File: src/rtl/intr_group_bank.sv
module intr_group_bank #(
  parameter int W  = 32,
  parameter int AW = 4
) (
  input  logic          clk,
  input  logic          rst_n,
  input  logic [W-1:0]  evt_i,
  input  logic          wr_en_i,
  input  logic [AW-1:0] addr_i,
  input  logic [W-1:0]  wdata_i,
  output logic [W-1:0]  rdata_o,
  output logic [W-1:0]  pend_o
);
  localparam logic [AW-1:0] A_STAT = AW'(0);
  localparam logic [AW-1:0] A_MASK = AW'(1);
  localparam logic [AW-1:0] A_IDEN = AW'(2);
  localparam logic [AW-1:0] A_ENAB = AW'(3);

  logic [W-1:0] stat_q, mask_q, iden_q, enab_q, rd_mux;

  wire          wr_mask = wr_en_i && (addr_i == A_MASK);
  wire          wr_iden = wr_en_i && (addr_i == A_IDEN);
  wire          wr_enab = wr_en_i && (addr_i == A_ENAB);
  wire [W-1:0]  clr     = wr_iden ? wdata_i : '0;
  wire [W-1:0]  cap     = evt_i & ~mask_q;

  always_ff @(posedge clk or negedge rst_n) begin
    if (!rst_n) begin
      stat_q <= '0;
      mask_q <= '1;
      iden_q <= '0;
      enab_q <= '0;
    end else begin
      stat_q <= evt_i;
      iden_q <= (iden_q & ~clr) | cap;
      if (wr_mask) mask_q <= wdata_i;
      if (wr_enab) enab_q <= wdata_i;
    end
  end

  always_comb begin
    case (addr_i)
      A_STAT:  rd_mux = stat_q;
      A_MASK:  rd_mux = mask_q;
      A_IDEN:  rd_mux = iden_q;
      A_ENAB:  rd_mux = enab_q;
      default: rd_mux = '0;
    endcase
  end

  always_ff @(posedge clk or negedge rst_n) begin
    if (!rst_n) rdata_o <= '0;
    else        rdata_o <= rd_mux;
  end

  assign pend_o = iden_q & enab_q;
endmodule


File: config.mk
export PLATFORM = sky130hd
export DESIGN_NAME = intr_group_bank
export DESIGN_NICKNAME = d
export VERILOG_FILES = /design/src/rtl/intr_group_bank.sv
export SDC_FILE = /design/constraint.sdc
export NUM_CORES = 1
export LEC_CHECK = 0
export ABC_AREA = 0
export BUFFER_PORTS_ARGS = -buffer_cell sky130_fd_sc_hd__buf_2
export CAP_MARGIN = 20
export CORE_UTILIZATION = 59
export DETAILED_ROUTE_END_ITERATION = 10
export PLACE_DENSITY = 0.85
export SYNTH_ARGS = -nofsm -noshare
export SYNTH_HDL_FRONTEND = slang
export SYNTH_SLANG_ARGS = --single-unit
File: constraint.sdc
create_clock -name clk -period 1.5 [get_ports clk]
set_input_delay 0.075 -clock clk [delete_from_list [all_inputs] [get_ports clk]]
set_output_delay 0.075 -clock clk [all_outputs]
set_load 0.01 [all_outputs]
* After elaboration in Yosys (flattened, before gate mapping)
Index checks and enable logic that the tools add are counted.
** Storage, ports and cells
- Bits of input ports :: 71
- Register bits after elaboration :: 160
- Output and inout port bits :: 64
- Logic and storage cells :: 20
** Cells by class
- Reductions and logical operators :: 4
- Bitwise logic cells :: 6
- Equal/unequal tests :: 3
- Mux-type cells :: 2
** Operators by type and width (count)
- $pmux 32 s4 :: 1
- $and 32x32->32 :: 3
- $not 32->32 :: 2
- $mux 32 :: 1
- $or 32x32->32 :: 1
- $eq 4x2->1 const B :: 2
- $eq 4x1->1 const B :: 1
- $logic_not 4->1 :: 1
- $logic_and 1x1->1 :: 3

* Depth between registers and ports, before layout
Gate-level depths: netlist of the first run.
- Word-level depth :: 6
- Gate-level depth with buffers :: 5
- Gate-level depth less buffers :: 3

* Worst setup path before layout of the first run
No wires, ideal clock.
- Path type :: input port to flip-flop
- From :: input addr_i[1]
- To :: register mask_q[10]
- Setup slack :: 322 ps
- Buffers on the path :: 1
- Library setup time :: 85 ps
- Stages :: 4
- Data required time :: 1415 ps
- Data arrival time :: 1093 ps
- Cells stage by stage :: nor4b_4 nand2_1 buf_2 mux2_1
** On the way
- Word-level cells in the longest chain between the ends :: 2
** RTL lines
- start: declaration :: RTL line 9 : input logic [AW-1:0] addr_i,
- $eq 4x1->1 :: RTL line 21 : wire wr_mask = wr_en_i && (addr_i == A_MASK);
- $logic_and 1x1->1 :: RTL line 21
- end signal: assignment :: RTL line 36 : if (wr_mask) mask_q <= wdata_i;
- end: declaration :: RTL line 19 : logic [W-1:0] stat_q, mask_q, iden_q, enab_q, rd_mux;
No other way between the ends.
A chain may end at the register's enable or synchronous reset.

* Final worst setup path of the first run
- From :: register iden_q[9]
- To :: output pend_o[9]
** On the way
- Word-level cells in the longest chain between the ends :: 1
** RTL lines
- start: declaration :: RTL line 19
- start signal: assignment :: RTL line 35 : iden_q <= (iden_q & ~clr) | cap;
- $and 32x32->32 :: RTL line 56 : assign pend_o = iden_q & enab_q;
- end: declaration :: RTL line 12 : output logic [W-1:0] pend_o
No other way between the ends.

==> results.ini, run 1 <==
[floorplanning]
std_cell_rows=37
core_area_um2=10510
die_height_um=106.9
dieArea_um2=11430
initial_utilization_pct=61.82
ios=135
fp.dieW_um=106.9

[synthesis]
synthesis.area_um2=6496
syn_inst=512
postSynthRegisterBits=160
ys.warnings.count=0
synth_nets=583
post_synth.cell_area_avg_um2=12.69
yosysUniqueCellTypes=19
synth.yosys.seq_area_share_pct=62.25

[clocking]
cts_htree_levels=4
count_of_instances_resized_after_the_clock_tree_is_built=0
clock_sinks=160
clockBufferDepth=2
tritoncts=yes
cts-root-buf=sky130_fd_sc_hd__clkbuf_8
insertion_delay_to_the_later_sink_of_the_worst_skew_pair_ns=0.54
clkSlewWorstSetupHoldPaths_ns=0.07
cts_buffer_count=17

[global_routing]
grt_max_degree=47
number_of_global_route_vias_before_repair=5274
global_route.overflow_total=0
grt_pass1_wl_um=25980
track_usage_pct=30.51
number_of_antenna_violations_at_the_first_check_in_global_routing=0

[min_path]
worst_hold_path_type=in2async

[worst_setup_path]
worst_setup_path_start_kind=register
critPathCaptureType=output pin
critical_path_class=reg2out
critical_path.max_fanout=3
timing.critical_path.arrival_ns=1.25
timing.critical_path.required_ns=1.42

[power_and_ir_drop]
power_density_nw_per_um2=1331
worst_ir_drop_vdd_uv=1190
cellLeakagePower_nw=4.088

[drt]
route.final.wire_length_um=16380
drc_errors=0
ant_nets=0
drt_iter0_drc=263
via_per_inst=5.609
wl_per_cell_um=18.74
drt-pass1-iter-count=5
num_vias=4902

[layout]
fill_cell_instance_count_of_the_final_layout=565
nNetsFinal=796
final_common_cell=sky130_fd_sc_hd__buf_2
stdcell_count=874
antenna-diode-count=0
share_of_layout_cells_above_drive_strength_1_pct=34.55
commonest_cells_after_routing_fill_and_taps_aside=sky130_fd_sc_hd__buf_2 (133), sky130_fd_sc_hd__dfrtp_1 (128), sky130_fd_sc_hd__o21ai_0 (83)
area_growth_syn_to_layout_pct=34.57

[run]
cap_viol_max_count=0

[timing]
final.min_clock_period_ns=1.326
slew_headroom_pct=71.47
achievable-frequency_mhz=753.9
rsz0062_at_grt=no
layout_worst_path_cycle_share_pct=88.43
timing.final.setup_violations=0
final-hold-violation-count=0
holdWs_ns=0.04311
tightest_slew_ns=0.4279
slew_violations=0
max_clock_skew_ns=0.004188
setup_ws_ns=0.1736
totalNegativeSetupSlack_ns=0

[placement]
numPortBuffers=134
dpl_worst_slack_ns=0.1355
dp.final_hpwl_um=9969
place.detailed.instances=777
final_estimated_routing_congestion_in_global_placement=0.7648

[outcome]
status=complete, no violations

registers in the layout, indices dropped and copies added (netlist names):
signal   cells
rdata_o     32
enab_q      32
mask_q      32
iden_q      32
stat_q      32
cell type report:
| class | count | area (um^2) | area share, % |
|---|---|---|---|
| Sequential cell | 160 | 4044 | 46.26 |
| Multi-Input combinational cell | 295 | 2238 | 25.60 |
| Timing Repair Buffer | 219 | 1528 | 17.48 |
| Clock buffer | 18 | 427.9 | 4.895 |
| Clock inverter | 14 | 214.0 | 2.447 |
| Tap cell | 136 | 170.2 | 1.946 |
| Inverter | 32 | 120.1 | 1.374 |
what timing repair did:
| item | 4_1_cts | 5_1_grt |
|---|---|---|
| endpoints found under the hold margin | 263 | 0 |
| hold buffers | 65 | 0 |
| buffers inserted | 0 | 0 |
critical path, cell delays in order (launching register included):
cell                      delay, ns
sky130_fd_sc_hd__dfrtp_1       0.40
sky130_fd_sc_hd__and2_1        0.18
sky130_fd_sc_hd__buf_2         0.14
synth_stat cells (all sizes together):
| cell type | n | area [um^2] |
|---|---|---|
| o21ai | 96 | 480.5 |
| mux2 | 64 | 720.7 |
| nand4 | 1 | 6.260 |
| inv | 32 | 120.1 |
| and2 | 32 | 200.2 |
| buf | 9 | 45.04 |
| nand2 | 2 | 7.510 |
| nand4bb | 1 | 11.26 |
| dfrtp | 128 | 3203 |
| clkbuf | 16 | 60.06 |
| dfstp | 32 | 840.8 |
| nor2 | 1 | 3.750 |
| a22oi | 32 | 240.2 |
| nor4b | 1 | 23.77 |
| nand2b | 32 | 200.2 |
| nor4 | 1 | 12.51 |
| mux2i | 32 | 320.3 |
final timing paths:
check | to | slack (ns) | startpoint | depth (start not counted)
setup / recovery | pend_o[9] | 0.17 | iden_q[9] | 2
hold / removal | rdata_o[30] | 0.04 | rst_n | 2
setup reg to reg | rdata_o[8] | 0.65 | stat_q[8] | 2
hold reg to reg | rdata_o[21] | 0.50 | stat_q[21] | 2
max in group asynchronous | mask_q[27] | 0.76 | rst_n | 3
min in group clk | rdata_o[10] | 0.09 | addr_i[2] | 4
stage by stage:
stage / util [%] / total power (W) / cell area [um^2]
after floorplan: - / 0.006147 / 6496
after global placement: 70.89 / 0.006800 / 7450
after detailed placement: 70.89 / 0.006908 / 7450
after CTS: 83.19 / 0.01169 / 8742
after global routing: 83.19 / 0.01206 / 8742
final: 83.19 / 0.01164 / 8742
logic make-up (layout without fill, tap and decap cells):
kind of cell           Yosys count  after routing  synth area share, %
flip-flops                     160            160                62.25
AO/OA/AOI/OAI                  128            128                11.09
multiplexers                    96             96                16.02
AND/OR/NAND/NOR                 71             71                7.165
buffers and inverters           57            283                3.467
report_power, final:
part	leakage, nW	internal (W)	total, W	switching [W]
Sequential	1.82	0.00499	0.00535	0.000354
Clock	0.307	0.00291	0.00462	0.00171
Combinational	1.97	0.000870	0.00167	0.000795
Total	4.09	0.00877	0.0116	0.00286
routing by layer:
metal	share of wire (%)	routed length, um	vias to the layer above	global-route usage, %
met5	0	0	-	0
met1	41	6695	2457	37.46
met2	50	8241	198	50.18
li1	-	-	2207	-
met3	6.4	1048	40	7.842
met4	2.4	394	0	15.36
Power figures use the tool's default switching activity.
==> run 2: changes to the inputs <==
--- a/config.mk
+++ b/config.mk
@@ -9,7 +9,8 @@
 export BUFFER_PORTS_ARGS = -buffer_cell sky130_fd_sc_hd__buf_2
 export CAP_MARGIN = 20
-export CORE_UTILIZATION = 59
+export CORE_UTILIZATION = 51
+export CTS_BUF_LIST = sky130_fd_sc_hd__clkbuf_8
 export DETAILED_ROUTE_END_ITERATION = 10
-export PLACE_DENSITY = 0.85
+export PLACE_DENSITY = 0.78
 export SYNTH_ARGS = -nofsm -noshare
 export SYNTH_HDL_FRONTEND = slang
==> constraint.sdc (replaced) <==
create_clock -name clk -period 1.1 [get_ports clk]
set_input_delay 0.055 -clock clk [delete_from_list [all_inputs] [get_ports clk]]
set_output_delay 0.055 -clock clk [all_outputs]
set_load 0.02 [all_outputs]
==> run 2 against run 1 <==
The run now ends with setup timing left; via count is 6.7% higher; clock power is 16% higher; final cell count up 13%; first-iteration DRC count grew 6.5%; sequential share of layout area is 4.2 points lower; routed wire length rose by 12%; die area increased by 15%; design area increased by 10%; utilization down 4.4 points; non-clock buffer count is 79 higher; register-to-register slack worse by 0.66 ns; global-route usage fell by 1.8 points; critical endpoint unchanged.
==> results.ini, run 2 (same netlist as run 1, synthesis figures left out) <==
[outcome]
status=finished with violations
violated_checks=setup timing

[worst_setup_path]
list_of_cells_traversed_by_the_critical_path=and2_4, buf_6
r2r_start=iden_q[4]
crit_path_start=enab_q[9]
total_stage_count_of_the_critical_path=2  ; unchanged
critPathBufInv=1  ; unchanged
critPathCaptureType=output pin
critical_path_class=reg2out
timing.critical_path.required_ns=1.04  ; -0.38 ns
timing.critical_path.arrival_ns=1.15  ; -0.10 ns
critPathTopFamily=flip-flops
timing.reg2reg.setup_slack_ns=-0.01  ; -0.66 ns
critical_path.max_fanout=2  ; -1
worstReg2RegEnd=iden_q[4]
critical_path.max_stage_delay_ns=0.42  ; +0.02 ns
ff2ff_path_depth=4  ; +2
critical_path.slowest_cell=sky130_fd_sc_hd__dfrtp_1
worst_setup_path_start_kind=register

[floorplanning]
fp.dieW_um=114.9  ; +7.4%
ios=135  ; unchanged
initial_utilization_pct=53.20  ; -8.6 points
std_cell_rows=40  ; +8.1%
dieArea_um2=13190  ; +15%
die_height_um=114.9  ; +7.4%
core_area_um2=12210  ; +16%

[power_and_ir_drop]
worst_ir_drop_vdd_uv=1294  ; +8.8%
power_w=0.01646  ; +41%
power_density_nw_per_um2=1711  ; +29%
sequentialPowerShare_pct=44.1  ; -1.8 points
clock_power_share_pct=32.5  ; -7.2 points
combPwrFrac_pct=23.4  ; +9.1 points
switching_share_pct=25.65  ; +1.1 points
total_switching_power_w=0.004222  ; +48%
cellLeakagePower_nw=4.551  ; +11%
intPower_w=0.01224  ; +39%

[clocking]
clock_sinks=160  ; unchanged
cts-root-buf=sky130_fd_sc_hd__clkbuf_8
cts_buffer_count=17  ; unchanged
insertion_delay_to_the_later_sink_of_the_worst_skew_pair_ns=0.45  ; -0.09 ns
tritoncts=yes
cts_htree_levels=4  ; unchanged
clockBufferDepth=2  ; unchanged
clkSlewWorstSetupHoldPaths_ns=0.09  ; +0.02 ns

[layout]
fill_cell_instance_count_of_the_final_layout=685  ; +21%
commonest_cells_after_routing_fill_and_taps_aside=sky130_fd_sc_hd__dfrtp_1 (128), sky130_fd_sc_hd__buf_2 (96), sky130_fd_sc_hd__buf_4 (90)
finalCoreUtilization_pct=78.76  ; -4.4 points
area_growth_syn_to_layout_pct=48.05
share_of_layout_cells_above_drive_strength_1_pct=44.55  ; +10 points
final_common_cell=sky130_fd_sc_hd__dfrtp_1
nNetsFinal=875  ; +9.9%

[drt]
wl_per_cell_um=18.60  ; -0.73%
drt-pass1-iter-count=4  ; -1
drc_errors=0  ; unchanged
via_per_inst=5.306  ; -5.4%
route.final.wire_length_um=18340  ; +12%
num_vias=5232  ; +6.7%
drt_iter0_drc=280  ; +6.5%
ant_nets=0  ; unchanged

[timing]
max_clock_skew_ns=0.01214  ; +0.007954 ns
layout_worst_path_cycle_share_pct=109.9
final-hold-violation-count=0  ; unchanged
tightest_slew_ns=0.4585  ; +0.03056 ns
timing.final.setup_violations=33  ; +33
rsz0062_at_grt=yes
slew_violations=0  ; unchanged
setup_ws_ns=-0.1093  ; -0.2829 ns
final.min_clock_period_ns=1.209
totalNegativeSetupSlack_ns=-2.531  ; -2.531 ns
achievable-frequency_mhz=826.9
slew_headroom_pct=69.44  ; -2.0 points

[global_routing]
grt_pass1_wl_um=27960  ; +7.6%
grt_util_met1_pct=31.39  ; -6.1 points
number_of_global_route_vias_before_repair=5526  ; +4.8%
met3_usage_pct=7.644  ; -0.20 points
use_met2_pct=51.85  ; +1.7 points
grt.busiest_layer=met2
global_route.overflow_total=0  ; unchanged
track_usage_pct=28.75  ; -1.8 points
grt_max_degree=34  ; -28%
number_of_antenna_violations_at_the_first_check_in_global_routing=1  ; +1

[min_path]
worst_hold_path_type=in2async

[placement]
dp.final_hpwl_um=9841  ; -1.3%
numPortBuffers=134  ; unchanged
dpl_worst_slack_ns=-0.1685  ; -0.3039 ns
final_estimated_routing_congestion_in_global_placement=0.7856  ; +2.7%

[run]
cap_viol_max_count=0  ; unchanged

[run 2: cell count changes in the layout (fill, tap and decap cells not counted), moves of 2 or more]
cell                        delta
sky130_fd_sc_hd__buf_6        +37
sky130_fd_sc_hd__clkbuf_16    -16
sky130_fd_sc_hd__clkinv_2      -2
sky130_fd_sc_hd__clkbuf_8     +17
sky130_fd_sc_hd__bufinv_16     +2
sky130_fd_sc_hd__clkinv_4      -3
sky130_fd_sc_hd__buf_2        -37
sky130_fd_sc_hd__inv_1         +3
sky130_fd_sc_hd__and2_1       -32
sky130_fd_sc_hd__buf_4        +74
sky130_fd_sc_hd__and2_4       +32
sky130_fd_sc_hd__buf_12        +5
[run 2: stage by stage]
| stage | cells | hold slack [ns] | area (um^2) |
|---|---|---|---|
| 2_1_floorplan | 512 | -0.2406 | 6506 |
| 5_1_grt | 986 | 0.06498 | 9618 |
| 4_1_cts | 961 | 0.01538 | 9422 |
| 3_5_place_dp | 811 | -0.04901 | 7572 |
| 3_3_place_gp | 811 | -0.05398 | 7572 |
| 6_report | 986 | 0.04719 | 9618 |
[run 2: what timing repair did]
action,in CTS,in global routing
hold buffers,65,0
pin swaps,18,9
buffers inserted,53,24
gates resized for setup,101,5
endpoints found under the setup margin,36,34
hold endpoints to repair,284,0
[run 2: power groups by stage]
stage | clock network [W] | registers (W) | logic, W
floorplan | 0 | 0.00731 | 0.00135
global placement | 0 | 0.00730 | 0.00230
detailed placement | 0 | 0.00736 | 0.00238
CTS | 0.00542 | 0.00722 | 0.00362
global route | 0.00563 | 0.00733 | 0.00409
finish | 0.00535 | 0.00726 | 0.00385
[run 2: metal layers]
layer | vias to the layer above | part of all wire (%)
li1 | 2364 | -
met1 | 2638 | 38
met2 | 193 | 54
met3 | 37 | 4.9
met4 | 0 | 2.7
met5 | - | 0
[run 2: area by class of cell]
class	count	area, um^2	area share (%)
diodes	1	2.502	0.02602
clock buffers	19	261.5	2.719
clock inverters	13	241.5	2.511
inverters	32	120.1	1.249
multi-input cells	295	2323	24.16
flip-flops and latches	160	4044	42.05
well taps	168	210.2	2.186
repair buffers	298	2415	25.11
[run 2: worst max-delay path by stage]
stage | slack (ns) | to
after CTS | -0.13 | pend_o[10]
after global routing | -0.15 | pend_o[0]
after detailed placement | -0.17 | mask_q[22]
final | -0.11 | pend_o[9]
after floorplan | -0.02 | mask_q[10]
after global placement | -0.16 | rdata_o[0]
==> run 3: changes to the inputs <==
REMOVE_ABC_BUFFERS = 1   (was default)
==> run 3 against run 2 <==
The flow still finishes with violations (setup timing); final cell count decreased by 1.6%; sequential power barely moved; combinational power is 1% lower; total power fell by 5.7%; design area shrank 2.3%; global-route usage shrank 0.62 points; routed wire length shrank 3.1%; utilization fell by 1.8 points; via count decreased by 0.96%; critical path depth unchanged.
==> results.ini, run 3 (same netlist as run 1, synthesis figures left out) <==
[outcome]
status=finished with violations
violated_checks=setup timing

[worst_setup_path]
timing.critical_path.required_ns=1.04  ; about the same
critPathCaptureType=output pin
ff2ff_path_depth=3  ; -1
worstReg2RegEnd=enab_q[1]
worst_setup_path_start_kind=register
critical_path_class=reg2out
critical_path.max_fanout=2  ; unchanged
timing.reg2reg.setup_slack_ns=0.05  ; +0.06 ns
r2r_start=enab_q[1]
timing.critical_path.arrival_ns=1.14  ; about the same

[placement]
placed_area_um2=7550  ; -0.30%
final_estimated_routing_congestion_in_global_placement=0.7440  ; -5.3%
dp.final_hpwl_um=9649  ; -1.9%
place.detailed.instances=808  ; -0.37%
numPortBuffers=134  ; unchanged

[drt]
drc_errors=0  ; unchanged
wl_per_cell_um=18.33  ; -1.5%
num_vias=5182  ; -0.96%
drt_iter0_drc=288  ; +2.9%
via_per_inst=5.342  ; +0.68%
ant_nets=0  ; unchanged
route.final.wire_length_um=17780  ; -3.1%
drt-pass1-iter-count=4  ; unchanged

[layout]
final_common_cell=sky130_fd_sc_hd__dfrtp_1
commonest_cells_after_routing_fill_and_taps_aside=sky130_fd_sc_hd__dfrtp_1 (128), sky130_fd_sc_hd__buf_2 (99), sky130_fd_sc_hd__o21ai_0 (83)
nNetsFinal=860  ; -1.7%
antenna-diode-count=0  ; -1
finalCoreUtilization_pct=76.92  ; -1.8 points
share_of_layout_cells_above_drive_strength_1_pct=43.14  ; -1.4 points
stdcell_count=970  ; -1.6%
fill_cell_instance_count_of_the_final_layout=761  ; +11%
area_growth_syn_to_layout_pct=44.59
design_area_um2=9393  ; -2.3%

[power_and_ir_drop]
switching_share_pct=26.50  ; +0.85 points
cellLeakagePower_nw=4.466  ; -1.9%
worst_ir_drop_vdd_uv=1027  ; -21%
combPwrFrac_pct=24.5  ; +1.1 points
power_w=0.01552  ; -5.7%
sequentialPowerShare_pct=46.8  ; +2.7 points
power_density_nw_per_um2=1652  ; -3.5%
intPower_w=0.01141  ; -6.8%
total_switching_power_w=0.004112  ; -2.6%
clock_power_share_pct=28.7  ; -3.8 points

[timing]
final-hold-violation-count=0  ; unchanged
timing.final.setup_violations=32  ; -3.0%
rsz0062_at_grt=yes
holdWs_ns=0.05873  ; +0.01155 ns
achievable-frequency_mhz=835.0  ; +0.98%
max_clock_skew_ns=0.005021  ; -0.007121 ns
layout_worst_path_cycle_share_pct=108.9  ; -1.1 points
tightest_slew_ns=0.4087  ; -0.04972 ns
final.min_clock_period_ns=1.198  ; -0.01179 ns
slew_violations=0  ; unchanged
slew_headroom_pct=72.75  ; +3.3 points
setup_ws_ns=-0.09756  ; +0.01179 ns

[global_routing]
number_of_antenna_violations_at_the_first_check_in_global_routing=0  ; -1
number_of_global_route_vias_before_repair=5605  ; +1.4%
global_route.overflow_total=0  ; unchanged
grt_max_degree=45  ; +32%
grt_pass1_wl_um=27460  ; -1.8%
track_usage_pct=28.13  ; -0.62 points

[min_path]
worst_hold_path_type=in2async

[floorplanning]
core_area_um2=12210  ; unchanged
dieArea_um2=13190  ; unchanged
die_height_um=114.9  ; unchanged
std_cell_rows=40  ; unchanged
ios=135  ; unchanged
fp.dieW_um=114.9  ; unchanged
initial_utilization_pct=53.20  ; unchanged

[clocking]
clkSlewWorstSetupHoldPaths_ns=0.08  ; about the same
clock_sinks=160  ; unchanged
insertion_delay_to_the_later_sink_of_the_worst_skew_pair_ns=0.45  ; about the same
cts_buffer_count=17  ; unchanged
cts-root-buf=sky130_fd_sc_hd__clkbuf_8
tritoncts=yes
cts_htree_levels=4  ; unchanged
clockBufferDepth=2  ; unchanged

[run]
cap_viol_max_count=0  ; unchanged

[run 3: metrics by stage]
step | setup WS [ns] | TNS [ns]
final | -0.09756 | -2.592
after floorplan | -1.409 | -98.50
after CTS | -0.1199 | -3.271
after global placement | -0.1207 | -9.973
after global routing | -0.1491 | -4.039
after detailed placement | -0.1913 | -12.89
[run 3: what timing repair did]
action | 4_1_cts | 5_1_grt
endpoints found under the hold margin | 279 | 0
buffers inserted | 47 | 18
resized for setup | 98 | 2
hold buffers | 65 | 0
setup endpoints to repair | 33 | 34
pin swaps | 23 | 9
[run 3: power groups by stage]
stage | registers [W] | logic (W) | clock network (W)
after floorplan | 0.00731 | 0.00131 | 0
after global placement | 0.00729 | 0.00229 | 0
after detailed placement | 0.00736 | 0.00238 | 0
after CTS | 0.00722 | 0.00364 | 0.00451
after global routing | 0.00734 | 0.00406 | 0.00480
final | 0.00726 | 0.00381 | 0.00445
[run 3: worst max-delay path, cell delays in order (launching register included)]
cell,delay (ns)
sky130_fd_sc_hd__dfrtp_1,0.40
sky130_fd_sc_hd__and2_4,0.17
sky130_fd_sc_hd__buf_6,0.12
[run 3: worst max-delay path by stage]
stage / start / to / cells past startpoint
floorplan: addr_i[1] / mask_q[10] / 3
global placement: addr_i[1] / mask_q[16] / 5
detailed placement: addr_i[1] / rdata_o[5] / 6
CTS: iden_q[16] / pend_o[16] / 2
global route: enab_q[15] / pend_o[15] / 2
finish: enab_q[12] / pend_o[12] / 2
[run 3: final cells by class]
| class | instances | area, um^2 | share of cell area [%] |
|---|---|---|---|
| clock buffer | 21 | 289.0 | 3.077 |
| timing repair buffer | 283 | 2283 | 24.31 |
| sequential | 160 | 4044 | 43.05 |
| inverter | 32 | 120.1 | 1.279 |
| clock inverter | 11 | 122.6 | 1.305 |
| tap | 168 | 210.2 | 2.238 |
| multi-input combinational | 295 | 2323 | 24.74 |
[run 3: per-layer routing]
metal  vias to the layer above  track usage (%)  wire length [um]
met3                        35            6.273               963
met1                      2626            32.01              6875
met5                         -                0                 0
li1                       2329                -                 -
met4                         0            12.64               348
met2                       192            50.64              9588
